`config.mk`:
```
export PLATFORM = sky130hd
export DESIGN_NAME = cpg_ctrl
export DESIGN_NICKNAME = d
export VERILOG_FILES = /design/src/rtl/cpg_pkg.sv /design/src/rtl/cpg_thermal.sv /design/src/rtl/cpg_headroom_mon.sv /design/src/rtl/cpg_ctrl.sv
export SDC_FILE = /design/constraint.sdc
export NUM_CORES = 1
export LEC_CHECK = 0
export CORE_AREA = 8 8 45 47
export DETAILED_ROUTE_END_ITERATION = 6
export DIE_AREA = 0 0 53 55
export PLACE_DENSITY = 0.58
export SLEW_MARGIN = 20
export SYNTH_ARGS = -nofsm -noshare
export SYNTH_HDL_FRONTEND = slang
export SYNTH_SLANG_ARGS = --single-unit
```
`constraint.sdc`:
```
create_clock -name clk -period 2.05 [get_ports clk]
set_input_delay 0.41 -clock clk [delete_from_list [all_inputs] [get_ports clk]]
set_output_delay 0.41 -clock clk [all_outputs]
set_load 0.05 [all_outputs]
```
`src/rtl/cpg_pkg.sv`:
```
package cpg_pkg;

    typedef enum logic {
        GAIN_1X   = 1'b0,
        GAIN_1P5X = 1'b1
    } gain_e;

    typedef struct packed {
        logic main_on;
        logic aux_on;
        logic last_sense;
    } en_cfg_t;

    function automatic logic is_shutdown(en_cfg_t c, logic ovh_next);
        return !(c.main_on || c.aux_on) || ovh_next;
    endfunction

endpackage

```
`src/rtl/cpg_thermal.sv`:
```
module cpg_thermal (
    input  logic clk,
    input  logic rst,
    input  logic hot,
    input  logic cool,
    output logic ovh_nxt
);
    logic ovh_q;

    // hot dominates; the band between thresholds keeps the last state
    assign ovh_nxt = hot || (ovh_q && !cool);

    always_ff @(posedge clk) begin
        if (rst) ovh_q <= 1'b0;
        else     ovh_q <= ovh_nxt;
    end
endmodule

```
`src/rtl/cpg_headroom_mon.sv`:
```
module cpg_headroom_mon
    import cpg_pkg::*;
#(
    parameter int NUM_PINS   = 5,
    parameter int DEB_CYCLES = 8
) (
    input  logic                clk,
    input  logic                rst,
    input  logic                clr,
    input  logic [NUM_PINS-1:0] low,
    input  en_cfg_t             cfg,
    input  logic                pwm_on,
    output logic                trip
);
    localparam int CW = (DEB_CYCLES > 1) ? $clog2(DEB_CYCLES) : 1;
    localparam logic [CW-1:0] LAST = CW'(DEB_CYCLES - 1);

    logic [NUM_PINS-1:0] mask;
    logic                any_low;
    logic [CW-1:0]       cnt_q;

    for (genvar i = 0; i < NUM_PINS; i++) begin : g_mask
        if (i == NUM_PINS - 1) begin : g_last
            assign mask[i] = cfg.main_on && cfg.last_sense;
        end else begin : g_std
            assign mask[i] = cfg.main_on;
        end
    end

    assign any_low = pwm_on && |(low & mask);
    assign trip    = any_low && (cnt_q == LAST);

    always_ff @(posedge clk) begin
        if (rst || clr || !any_low) cnt_q <= '0;
        else if (cnt_q != LAST)     cnt_q <= cnt_q + 1'b1;
    end
endmodule

```
`src/rtl/cpg_ctrl.sv`:
```
module cpg_ctrl
    import cpg_pkg::*;
#(
    parameter int NUM_PINS   = 5,
    parameter int DEB_CYCLES = 8
) (
    input  logic                clk,
    input  logic                rst,
    input  logic [NUM_PINS-1:0] low_hr,
    input  logic                en_main,
    input  logic                en_aux,
    input  logic                en_sense5,
    input  logic                pwm_on,
    input  logic                therm_hot,
    input  logic                therm_cool,
    output logic                gain_sel,
    output logic                pump_en,
    output logic                drv_en
);
    en_cfg_t cfg;
    logic    ovh_nxt;
    logic    sd;
    logic    trip;
    gain_e   gain_q;
    logic    on_q;

    assign cfg = '{main_on: en_main, aux_on: en_aux, last_sense: en_sense5};

    cpg_thermal u_therm (
        .clk     (clk),
        .rst     (rst),
        .hot     (therm_hot),
        .cool    (therm_cool),
        .ovh_nxt (ovh_nxt)
    );

    assign sd = is_shutdown(cfg, ovh_nxt);

    cpg_headroom_mon #(
        .NUM_PINS   (NUM_PINS),
        .DEB_CYCLES (DEB_CYCLES)
    ) u_mon (
        .clk    (clk),
        .rst    (rst),
        .clr    (sd),
        .low    (low_hr),
        .cfg    (cfg),
        .pwm_on (pwm_on),
        .trip   (trip)
    );

    always_ff @(posedge clk) begin
        if (rst) begin
            gain_q <= GAIN_1X;
            on_q   <= 1'b0;
        end else begin
            on_q <= !sd;
            if (sd)        gain_q <= GAIN_1X;
            else if (trip) gain_q <= GAIN_1P5X;
        end
    end

    assign gain_sel = (gain_q == GAIN_1P5X);
    assign pump_en  = on_q;
    assign drv_en   = on_q;
endmodule

```
==> flow_summary.json <==
{
  "tightest_slew_ns": 0.5016,
  "maxCapViolCount": 0,
  "io_pins": 16,
  "fin_skew_ns": 0.001156,
  "synth_top_family_by_area": "simple AND/OR/NAND/NOR gates",
  "synth_fa_ha_area_share_pct": 8.511,
  "htreeDepth": 1,
  "cts_root_buf": "clkbuf_4",
  "r2r_setup_slack_ns": 0.81,
  "nets": 60,
  "power_w": 0.0002821,
  "syn_area_per_cell_sq_um": 11.31,
  "place_area_sq_um": 456.7,
  "diodes": 0,
  "setup-violations-final": 0,
  "via_per_inst": 4.407,
  "ctsResizeCount": 0,
  "antenna_found_initial": 0,
  "synth.net_count": 41,
  "drive_above_1_share_pct": 16.28,
  "hold_buffers": 0,
  "coreArea_sq_mm": 0.001384,
  "clk_latency_ns": 0.24,
  "drc": 0,
  "grt_pass1_vias": 285,
  "port_buffers": 15,
  "finalSetupTns_ns": 0,
  "p_int_w": 0.0002171,
  "cp_slowest_stage_delay_ns": 0.82,
  "yosysSeqAreaShare_pct": 40.85,
  "fin_area_sq_um": 479.2,
  "grt_pass1_wl_mm": 1.131,
  "reg2reg_depth": 5,
  "critPathTopFamily": "buffers and inverters",
  "end_kind": "primary output",
  "cts_buffer_depth": 2,
  "worst_setup_path_start_kind": "flip-flop",
  "vias": 260,
  "cts_tree": "built",
  "wl_met2_um": 305,
  "slowest_stage": "clkdlybuf4s50_1",
  "synth-xor-area-share_pct": 2.979,
  "routed-wl-met3_um": 38,
  "rsz0062_at_grt": "false",
  "switching_share_pct": 23.04,
  "max_slew_margin_pct": 66.46,
  "syn_area_sq_um": 294.0,
  "drt_wl_total_um": 631,
  "pwr-share-clk_pct": 38.6,
  "hp-class": "reg2reg",
  "dr.pass1.iters": 2,
  "ant_nets": 0,
  "crit_cells": 1,
  "die_area_sq_mm": 0.002915,
  "synthMuxAreaShare_pct": 6.809,
  "p_switching_w": 0.00006500,
  "synth-compound-area-share_pct": 17.87,
  "yosys.area_share.simple_pct": 20.43,
  "crit_start": "gain_sel",
  "final-hold-violation-count": 0,
  "cts_inserted_buffers": 3,
  "die_w_um": 53,
  "r2r_start": "u_mon.cnt_q[0]",
  "p_leak_nw": 0.1826,
  "drt-initial-drc-count": 3,
  "finalCritPeriodShare_pct": 88.76,
  "rows": 14,
  "post_cts_buffers": 0,
  "critPathKind": "reg2out",
  "p_per_area_mw_per_mm2": 588.7,
  "ir_worst_vdd_uv": 330.2,
  "cp.required_ns": 1.64,
  "postLayoutCoreUtil_pct": 34.63,
  "wl_met1_um": 287,
  "fmax_mhz": 549.6,
  "status": "completed",
  "grt_overflow": 0,
  "cts.clk_slew.worst_paths_ns": 0.04,
  "synthCells": 26,
  "track_usage_pct": 5.352,
  "cts_sinks": 6,
  "crit_path_max_fanout": 3,
  "holdWs_ns": 0.5393,
  "dpl.hpwl_um": 553.9,
  "path_cells": "clkdlybuf4s50_1",
  "die_h_um": 55,
  "gp_congestion": 0.6811,
  "maxSlewViolCount": 0,
  "seqPwrFrac_pct": 42.9,
  "wl_per_cell_um": 10.69,
  "area_growth_pct": 62.98,
  "ys_ff_latch": 6,
  "r2r-end": "gain_sel",
  "highest_layer": "met3",
  "synthDistinctLibCells": 13,
  "yosys_warnings": 0,
  "cp.buffers_inverters": 1,
  "grt_max_degree": 6,
  "period_minus_slack_ns": 1.820,
  "start_util_pct": 21.25,
  "combPwrFrac_pct": 18.5,
  "cp_data_arrival_time_ns": 1.41,
  "critical_path.endpoint": "gain_sel"
}
sequential cells by signal, indices dropped and copies added, names as in the netlist:
register and flops:
u_therm.ovh_q 1, gain_sel 1, u_mon.cnt_q 3, drv_en 1
cell usage in the layout, fill, tap and decap left out:
master and instances:
dfxtp_1 6, a211o_1 1, ha_1 2, o41ai_1 1
nor2b_4 1, or3_4 1, a31o_2 1, mux2i_1 2
clkbuf_4 3, nor3_1 4, xor2_1 1, nor2_1 4
o311ai_4 1, clkdlybuf4s50_1 15
per-layer routing:
metal | track usage [%] | up-vias
li1 | - | 132
met1 | 6.222 | 118
met2 | 7.031 | 10
met3 | 4.011 | 0
met4 | 2.586 | 0
met5 | 0 | -
how the worst min path moves through the flow:
stage,endpoint,cells past startpoint,from
finish,u_mon.cnt_q[1],2,u_mon.cnt_q[1]
detailed placement,u_mon.cnt_q[0],2,u_mon.cnt_q[0]
global placement,u_mon.cnt_q[1],2,u_mon.cnt_q[1]
global route,u_mon.cnt_q[2],2,u_mon.cnt_q[2]
floorplan,u_therm.ovh_q,1,rst
CTS,u_mon.cnt_q[1],2,u_mon.cnt_q[1]
stage by stage:
| stage | setup WS, ns | std cells |
|---|---|---|
| floorplan | 0.7457 | 26 |
| global placement | 0.4326 | 56 |
| detailed placement | 0.4354 | 56 |
| CTS | 0.2138 | 59 |
| global route | 0.1698 | 59 |
| finish | 0.2304 | 59 |
synth_stat cells (all sizes together):
| cell type | n | area (sq um) |
|---|---|---|
| ha | 2 | 25.02 |
| buf | 1 | 7.510 |
| xor2 | 1 | 8.760 |
| a211o | 1 | 8.760 |
| dfxtp | 6 | 120.1 |
| mux2i | 2 | 20.02 |
| nor2 | 4 | 15.01 |
| nor2b | 1 | 13.76 |
| o311ai | 1 | 26.28 |
| or3 | 1 | 11.26 |
| o41ai | 1 | 8.760 |
| nor3 | 4 | 20.02 |
| a31o | 1 | 8.760 |
area by class of cell:
class	instances	area, sq um
fillers	144	904.6
multi-input cells	19	166.4
clock buffers	3	22.52
repair buffers	15	150.1
flip-flops and latches	6	120.1
well taps	16	20.02
cells by family after synthesis:
| group | count (synthesis) |
|---|---|
| AND/OR/NAND/NOR | 10 |
| flip-flops | 6 |
| AO/OA/AOI/OAI | 4 |
| multiplexers | 2 |
| adder cells (fa/ha/maj) | 2 |
| XOR/XNOR | 1 |
| buffers and inverters | 1 |
power groups by stage:
stage / logic [W] / clock network, W / registers (W)
2_1_floorplan: 0.0000173 / 0 / 0.000127
3_3_place_gp: 0.0000523 / 0 / 0.000123
3_5_place_dp: 0.0000525 / 0 / 0.000123
4_1_cts: 0.0000526 / 0.000113 / 0.000121
5_1_grt: 0.0000559 / 0.000120 / 0.000121
6_report: 0.0000521 / 0.000109 / 0.000121
No activity file was read; power rests on OpenSTA's default activity.
